<file path="src/rtl/v86_arb_pkg.sv">
package v86_arb_pkg;
    typedef enum logic [2:0] {
        OP_CLI    = 3'd0,
        OP_STI    = 3'd1,
        OP_PUSHF  = 3'd2,
        OP_POPF   = 3'd3,
        OP_INTN   = 3'd4,
        OP_IRET   = 3'd5,
        OP_PORTIO = 3'd6,
        OP_HLT    = 3'd7
    } op_e;

    typedef enum logic [1:0] {
        ACT_NATIVE = 2'd0,
        ACT_GPF    = 2'd1,
        ACT_REDIR  = 2'd2,
        ACT_TRAP   = 2'd3
    } act_e;

    typedef enum logic [1:0] {
        PM_DIRECT = 2'd0,
        PM_VIRT   = 2'd1,
        PM_STRICT = 2'd2
    } pmode_e;

    typedef struct packed {
        act_e act;
        logic vif;
        logic intf;
    } verdict_t;

    typedef enum logic {
        ST_IDLE = 1'b0,
        ST_EMIT = 1'b1
    } arb_state_e;
endpackage

</file>
<file path="src/rtl/v86_mode_sel.sv">
module v86_mode_sel
    import v86_arb_pkg::*;
#(
    parameter int PRIV_W = 2
) (
    input  logic [PRIV_W-1:0] iopl,
    input  logic              vme,
    output pmode_e            pmode
);
    localparam logic [PRIV_W-1:0] TOP_PRIV = '1;

    always_comb begin
        if (iopl == TOP_PRIV)
            pmode = PM_DIRECT;
        else if (vme)
            pmode = PM_VIRT;
        else
            pmode = PM_STRICT;
    end
endmodule

</file>
<file path="src/rtl/v86_verdict.sv">
module v86_verdict
    import v86_arb_pkg::*;
(
    input  op_e      op,
    input  pmode_e   pmode,
    input  logic     cur_if,
    input  logic     cur_vif,
    input  logic     cur_vip,
    input  logic     pop_if,
    input  logic     redir_bit,
    output verdict_t verdict
);
    always_comb begin
        verdict.act  = ACT_NATIVE;
        verdict.vif  = cur_vif;
        verdict.intf = cur_if;
        unique case (op)
            OP_HLT:    verdict.act = ACT_GPF;
            OP_PORTIO: verdict.act = ACT_NATIVE;
            default: begin
                unique case (pmode)
                    PM_STRICT: verdict.act = ACT_GPF;
                    PM_DIRECT: begin
                        unique case (op)
                            OP_CLI:  verdict.intf = 1'b0;
                            OP_STI:  verdict.intf = 1'b1;
                            OP_POPF: verdict.intf = pop_if;
                            OP_INTN: verdict.act  = ACT_TRAP;
                            default: verdict.act  = ACT_NATIVE;
                        endcase
                    end
                    PM_VIRT: begin
                        unique case (op)
                            OP_CLI: verdict.vif = 1'b0;
                            OP_STI: begin
                                if (cur_vip) verdict.act = ACT_GPF;
                                else         verdict.vif = 1'b1;
                            end
                            OP_POPF: begin
                                if (pop_if && cur_vip) verdict.act = ACT_GPF;
                                else                   verdict.vif = pop_if;
                            end
                            OP_INTN: verdict.act = redir_bit ? ACT_REDIR : ACT_GPF;
                            OP_IRET: verdict.act = ACT_GPF;
                            default: verdict.act = ACT_NATIVE;
                        endcase
                    end
                    default: verdict.act = ACT_GPF;
                endcase
            end
        endcase
    end
endmodule

</file>
<file path="src/rtl/v86_image.sv">
module v86_image
    import v86_arb_pkg::*;
#(
    parameter int FLAG_W = 16,
    parameter int IF_POS = 9
) (
    input  op_e               op,
    input  pmode_e            pmode,
    input  logic [FLAG_W-1:0] cur_flags,
    input  logic [FLAG_W-1:0] pop_flags,
    input  logic              cur_vif,
    input  logic              new_if,
    output logic [FLAG_W-1:0] image
);
    always_comb begin
        if (op == OP_POPF) begin
            image         = pop_flags;
            image[IF_POS] = new_if;
        end else begin
            image = cur_flags;
            if (pmode == PM_VIRT)
                image[IF_POS] = cur_vif;
        end
    end
endmodule

</file>
<file path="src/rtl/v86_arb.sv">
module v86_arb
    import v86_arb_pkg::*;
#(
    parameter int PRIV_W = 2,
    parameter int VEC_W  = 8,
    parameter int FLAG_W = 16,
    parameter int IF_POS = 9,
    localparam int MAP_W = 1 << VEC_W
) (
    input  logic              clk,
    input  logic              rst,
    input  logic              req_valid,
    input  logic [2:0]        req_op,
    input  logic [PRIV_W-1:0] iopl,
    input  logic              vme,
    input  logic              cur_if,
    input  logic              cur_vif,
    input  logic              cur_vip,
    input  logic [VEC_W-1:0]  vec,
    input  logic [MAP_W-1:0]  redir_map,
    input  logic [FLAG_W-1:0] cur_flags,
    input  logic [FLAG_W-1:0] pop_flags,
    output logic              res_valid,
    output logic [1:0]        res_action,
    output logic              res_if,
    output logic              res_vif,
    output logic [FLAG_W-1:0] res_image
);
    op_e               op;
    pmode_e            pmode;
    verdict_t          verdict;
    logic [FLAG_W-1:0] image;
    arb_state_e        state_q, state_d;

    assign op = op_e'(req_op);

    v86_mode_sel #(.PRIV_W(PRIV_W)) u_mode (
        .iopl  (iopl),
        .vme   (vme),
        .pmode (pmode)
    );

    v86_verdict u_verdict (
        .op        (op),
        .pmode     (pmode),
        .cur_if    (cur_if),
        .cur_vif   (cur_vif),
        .cur_vip   (cur_vip),
        .pop_if    (pop_flags[IF_POS]),
        .redir_bit (redir_map[vec]),
        .verdict   (verdict)
    );

    v86_image #(.FLAG_W(FLAG_W), .IF_POS(IF_POS)) u_image (
        .op        (op),
        .pmode     (pmode),
        .cur_flags (cur_flags),
        .pop_flags (pop_flags),
        .cur_vif   (cur_vif),
        .new_if    (verdict.intf),
        .image     (image)
    );

    // T_ACCEPT / T_DRAIN / T_WAIT
    always_comb begin
        unique case (state_q)
            ST_IDLE: state_d = req_valid ? ST_EMIT : ST_IDLE;
            ST_EMIT: state_d = req_valid ? ST_EMIT : ST_IDLE;
            default: state_d = ST_IDLE;
        endcase
    end

    always_ff @(posedge clk) begin
        if (rst) state_q <= ST_IDLE;
        else     state_q <= state_d;
    end

    always_ff @(posedge clk) begin
        if (rst) begin
            res_action <= 2'd0;
            res_if     <= 1'b0;
            res_vif    <= 1'b0;
            res_image  <= '0;
        end else if (req_valid) begin
            res_action <= verdict.act;
            res_if     <= verdict.intf;
            res_vif    <= verdict.vif;
            res_image  <= image;
        end
    end

    assign res_valid = (state_q == ST_EMIT);
endmodule

</file>
<file path="config.mk">
export PLATFORM = sky130hd
export DESIGN_NAME = v86_arb
export DESIGN_NICKNAME = d
export VERILOG_FILES = /design/src/rtl/v86_arb_pkg.sv /design/src/rtl/v86_mode_sel.sv /design/src/rtl/v86_verdict.sv /design/src/rtl/v86_image.sv /design/src/rtl/v86_arb.sv
export SDC_FILE = /design/constraint.sdc
export NUM_CORES = 1
export LEC_CHECK = 0
export BUFFER_PORTS_ARGS = -buffer_cell sky130_fd_sc_hd__buf_4
export CAP_MARGIN = 5
export CORE_AREA = 2 2 129 131
export CTS_CLUSTER_DIAMETER = 120
export DETAILED_ROUTE_END_ITERATION = 10
export DIE_AREA = 0 0 131 133
export PLACE_DENSITY = 0.54
export SETUP_SLACK_MARGIN = 0.2
export SLEW_MARGIN = 20
export SYNTH_ARGS = -nofsm -noshare
export SYNTH_HDL_FRONTEND = slang
export SYNTH_SLANG_ARGS = --single-unit
export TNS_END_PERCENT = 20
</file>
<file path="constraint.sdc">
create_clock -name clk -period 2 [get_ports clk]
set_input_delay 0 -clock clk [delete_from_list [all_inputs] [get_ports clk]]
set_output_delay 0 -clock clk [all_outputs]
set_load 0.05 [all_outputs]
</file>
# Word-level counts from Yosys, hierarchy flattened
# Cells that the tools add are included.
# word_totals
regBits,21
word_cells,39
output_inout_bits,21
in_bits,308
# classes
reduce_logical,4
n_lt_le_gt_ge,1
mux,21
eq_ne,8
# op_table
operator,count
16-bit 2-to-1 mux,1
3-bit equality test (second input constant),4
2-bit 2-to-1 mux,5
8-bit by 9-bit < comparator with 1-bit output (second input constant),1
1-bit 2-to-1 mux,9
1-bit binary-select mux with 8-bit select,1
2-bit case mux with 2 select lines,2
2-bit case mux with 4 select lines,1
1-bit case mux with 3 select lines,2
3-bit by 1-bit equality test with 1-bit output (second input constant),1
3-bit by 2-bit equality test with 1-bit output (second input constant),1
3-bit logical NOT,1
2-bit by 1-bit equality test with 1-bit output (second input constant),1
2-bit equality test (second input constant),1
2-bit logical NOT,1
2-bit OR reduction,1
1-bit logical AND,1

# Logic depth before layout (Yosys ltp)
# logic_depth
ltp_word,6
mapped_depth,10
ltp_nobuf,7

# By module
# A second synthesis with hierarchy kept.
# unflattened
hier_cells,334
area_unflattened_um2,3393.3
# by_module_without_submodules
module,n_inst,cells_each,area_each_um2,seq_area_each_um2
v86_arb,1,287,2942.8,420.4
v86_image,1,21,255.2,0.0
v86_verdict,1,24,178.9,0.0
v86_mode_sel,1,2,16.3,0.0

# Worst setup path after synthesis
# Ideal clock, no wire load.
# synth_path
kind,input -> register
from,input port vec[0]
to,register res_action[1]
arrival_ns,1.826
slack_ns,0.052
required_ns,1.877
path_stages,8
cell_sequence,buf_6 buf_2 mux4_2 mux4_2 mux2i_1 nand3_1 nand4_1 a31oi_1
# synth_via
elab_chain_len,6
# synth_rtl
item,line,text
start: declaration,v86_arb.sv:19,"input logic [VEC_W-1:0] vec,"
1-bit binary-select mux with 8-bit select,v86_arb.sv:50,".redir_bit (redir_map[vec]),"
1-bit 2-to-1 mux (implied by the code),v86_arb.sv:50,
2-bit 2-to-1 mux,v86_verdict.sv:43,OP_INTN: verdict.act = redir_bit ? ACT_REDIR : ACT_GPF;
2-bit case mux with 4 select lines,v86_verdict.sv:33,unique case (op)
2-bit case mux with 2 select lines,v86_verdict.sv:21,unique case (pmode)
2-bit case mux with 2 select lines,v86_verdict.sv:17,unique case (op)
end signal: assignment,v86_arb.sv:85,res_action <= verdict.act;
end: declaration,v86_arb.sv:24,"output logic [1:0] res_action,"
# No other way between the ends. The select of a mux whose other input is x is not followed.
# A chain may end at the register's enable or synchronous reset.

# Worst setup path after layout
# layout_path
from,input port vec[0]
to,register res_action[0]
# The elaborated chain is that of the path after synthesis.

==> results.txt <==
result of the run - completed
number of optimization iterations in the first detailed-route pass - 4
fill cell count - 1640
final setup violation count - 0
routability cong. - 0.908
slowest cell on the critical path - mux4_2
Chip Width - 131 um
largest fanout on the critical path - 9
clock insertion delay at the later pin of the skew report - 0.25 ns
count of buffer and inverter cells on the critical path - 3
total track usage - 19.2%
Longest Clk Path Bufs - 2
Max Clk Rate - 564 MHz
cell area after layout - 6330 um2
Slowest Stage Delay on Critical Path - 0.48 ns
antenna diode instance count - 0
critical path type - in2reg
Yosys reg bits - 21
via count of the first global-routing pass - 4613
area growth from synthesis to final layout - 96.5%
Max transition margin - 61.6%
cell breakdown of the critical path - buf_12, buf_12, buf_4, mux4_2, mux4_2, o211ai_1, a41o_1, a31o_1
IO buf count - 328
cell count after synthesis - 300
Worst EP required - 2.20 ns
DRC Markers - 0
CTS root buf - clkbuf_16
clock buffer count from CTS - 3
Final Routed Wirelength - 17300 um
proportion of synthesized chip area in sequential cells - 13.0%
worst slew pin tran - 0.575 ns
maxcap violations - 0
area inside the core boundary - 16200 um2
die area - 17400 um2
overall die height - 133 um
H-tree levels - 1
CTS sink cnt - 21
final net count - 945
IR Drop Worst-Case VDD - 0.249 mV
commonest non-fill, non-tap cell in the layout - buf_4
worst endpoint data arrival time - 1.97 ns
power density cells - 351 nW/um2
initial antenna violation count - 1
average wire length per cell after detail routing - 20.2 um
pin count of the biggest net entering global routing - 33
CTS tree - done
ratio of routed vias to standard cells - 4.87
share of the cycle needed by the critical path after routing - 88.6%
Multi-input gate area - 2670 um2
Detail Placement HPWL - 15000 um
largest delay contributor family on the critical path - multiplexers
starting density of the core - 19.9%
power after layout - 2.22 mW
Post-Synthesis Net Count - 608
LEAKAGE - 2.88 nW
overall via count from detail_route - 4166
path class of the lowest-slack min-delay path - in2reg
area of the mapped netlist - 3220 um2
first-pass GRT wire length - 25500 um
post-place instance area - 6080 um2
Clock transition at path regs - 0.06 ns
total gr overflow - 0
Util after Layout - 39.2%
Critical Path Sink Type - flip-flop
remaining antenna violation count - 0
total negative slack for setup checks - 0 ns
commonest non-fill, non-tap cells in the layout - 354 x buf_4, 68 x mux4_2, 30 x nand2_1
setup repair after global routing missed its margin - true
Worst Skew - 0 ns
row count - 47
First DRT Iteration DRCs - 170
Final min period - 1.77 ns
share of post-route cells with drive strength above 1 - 70.9%
cts-stage hold buffer count - 0
number of distinct library cells after synthesis - 47
CP startpoint kind - primary input
Yosys warnings - 0
final hold viol count - 0
Max Transition Viols Final - 0
mean post-synth cell area - 10.7 um2
Seq. cell area - 420 um2
I/O pin count - 329
cell usage after synthesis (all sizes together):
cell,number,area share [%]
nand3,18,2.8
nand4,2,0.39
a21oi,6,0.93
nor2,23,2.7
nor4,1,0.19
a211oi,3,0.70
a31o,1,0.27
nor2b,6,1.2
o2111ai,2,0.54
o211ai,6,1.4
o22ai,1,0.19
a221oi,3,0.82
o2bb2ai,1,0.27
a311oi,16,4.3
clkbuf,19,2.2
nor4bb,1,0.31
nor3,1,0.16
a22o,1,0.27
a22oi,1,0.23
inv,7,0.82
and2,2,0.39
o21a,1,0.23
nand2,30,3.5
mux4,68,48
a21o,1,0.23
a41o,1,0.31
or2,2,0.39
and3b,1,0.27
o21ai,7,1.1
dfxtp,21,13
o221ai,1,0.27
mux2,5,1.7
o31ai,1,0.23
a2bb2oi,2,0.54
a2111o,1,0.35
a2111oi,3,1.0
mux2i,14,4.3
nor3b,1,0.23
a31oi,3,0.58
buf,14,2.5
a211o,2,0.54
logic make-up after synthesis:
kind of cell    after synthesis  synth area share, %
compound gates               64                 15.4
buf+inv                      40                 5.51
flops                        21                 13.0
mux                          87                 53.6
simple gates                 88                 12.5
through the flow:
| step | setup slack (ns) | hold slack, ns | instances |
|---|---|---|---|
| CTS | 0.201 | 0.0192 | 854 |
| floorplan | 0.132 | 0.162 | 300 |
| global route | 0.147 | 0.0242 | 856 |
| finish | 0.228 | 0.0203 | 856 |
| detailed placement | -0.217 | 0.292 | 844 |
| global placement | -0.199 | 0.287 | 844 |
final cells by class:
| type | count | area share [%] |
|---|---|---|
| clock buffers | 3 | 1.19 |
| inverters | 7 | 0.415 |
| multi-input cells | 239 | 42.1 |
| flip-flops and latches | 21 | 6.64 |
| clock inverters | 1 | 0.0790 |
| well taps | 220 | 4.35 |
| repair buffers | 365 | 45.2 |
worst reg2reg max path, stage by stage, from the launching register on:
cell and delay (ns):
dfxtp_1 0.36, nand2_1 0.10, a21oi_1 0.13, o21ai_0 0.10, a31oi_1 0.14
state kept, by name, summed over array words and instances, names as in the netlist:
| signal | flops |
|---|---|
| res_vif | 1 |
| res_image | 16 |
| res_if | 1 |
| res_action | 2 |
| res_valid | 1 |
routing by layer:
metal  wire length, um  GRT usage (%)
met1              6150           21.1
met4               359           4.26
met3              1240           3.03
met2              9550           37.7
met5                13              0
report_power, final:
group	internal, mW	switching [mW]	total [mW]
logic	0.812	0.518	1.33
clock network	0.269	0.159	0.427
registers	0.448	0.0156	0.464
what timing repair did:
action | in CTS | in global routing
resized for setup | 11 | 7
setup endpoints to repair | 2 | 2
cloned | 2 | 0
pin swaps | 6 | 6
endpoints found under the hold margin | 0 | 0
setup buffers | 4 | 2
worst paths after layout:
| path | to | from | cells past startpoint | slack [ns] |
|---|---|---|---|---|
| hold / removal | res_image[6] | cur_flags[6] | 3 | 0.02 |
| hold reg to reg | res_image[12] | res_image[12] | 2 | 0.49 |
| setup reg to reg | res_action[1] | res_action[1] | 4 | 1.11 |
| setup / recovery | res_action[0] | vec[0] | 8 | 0.23 |
No activity file was read; power rests on OpenSTA's default activity.
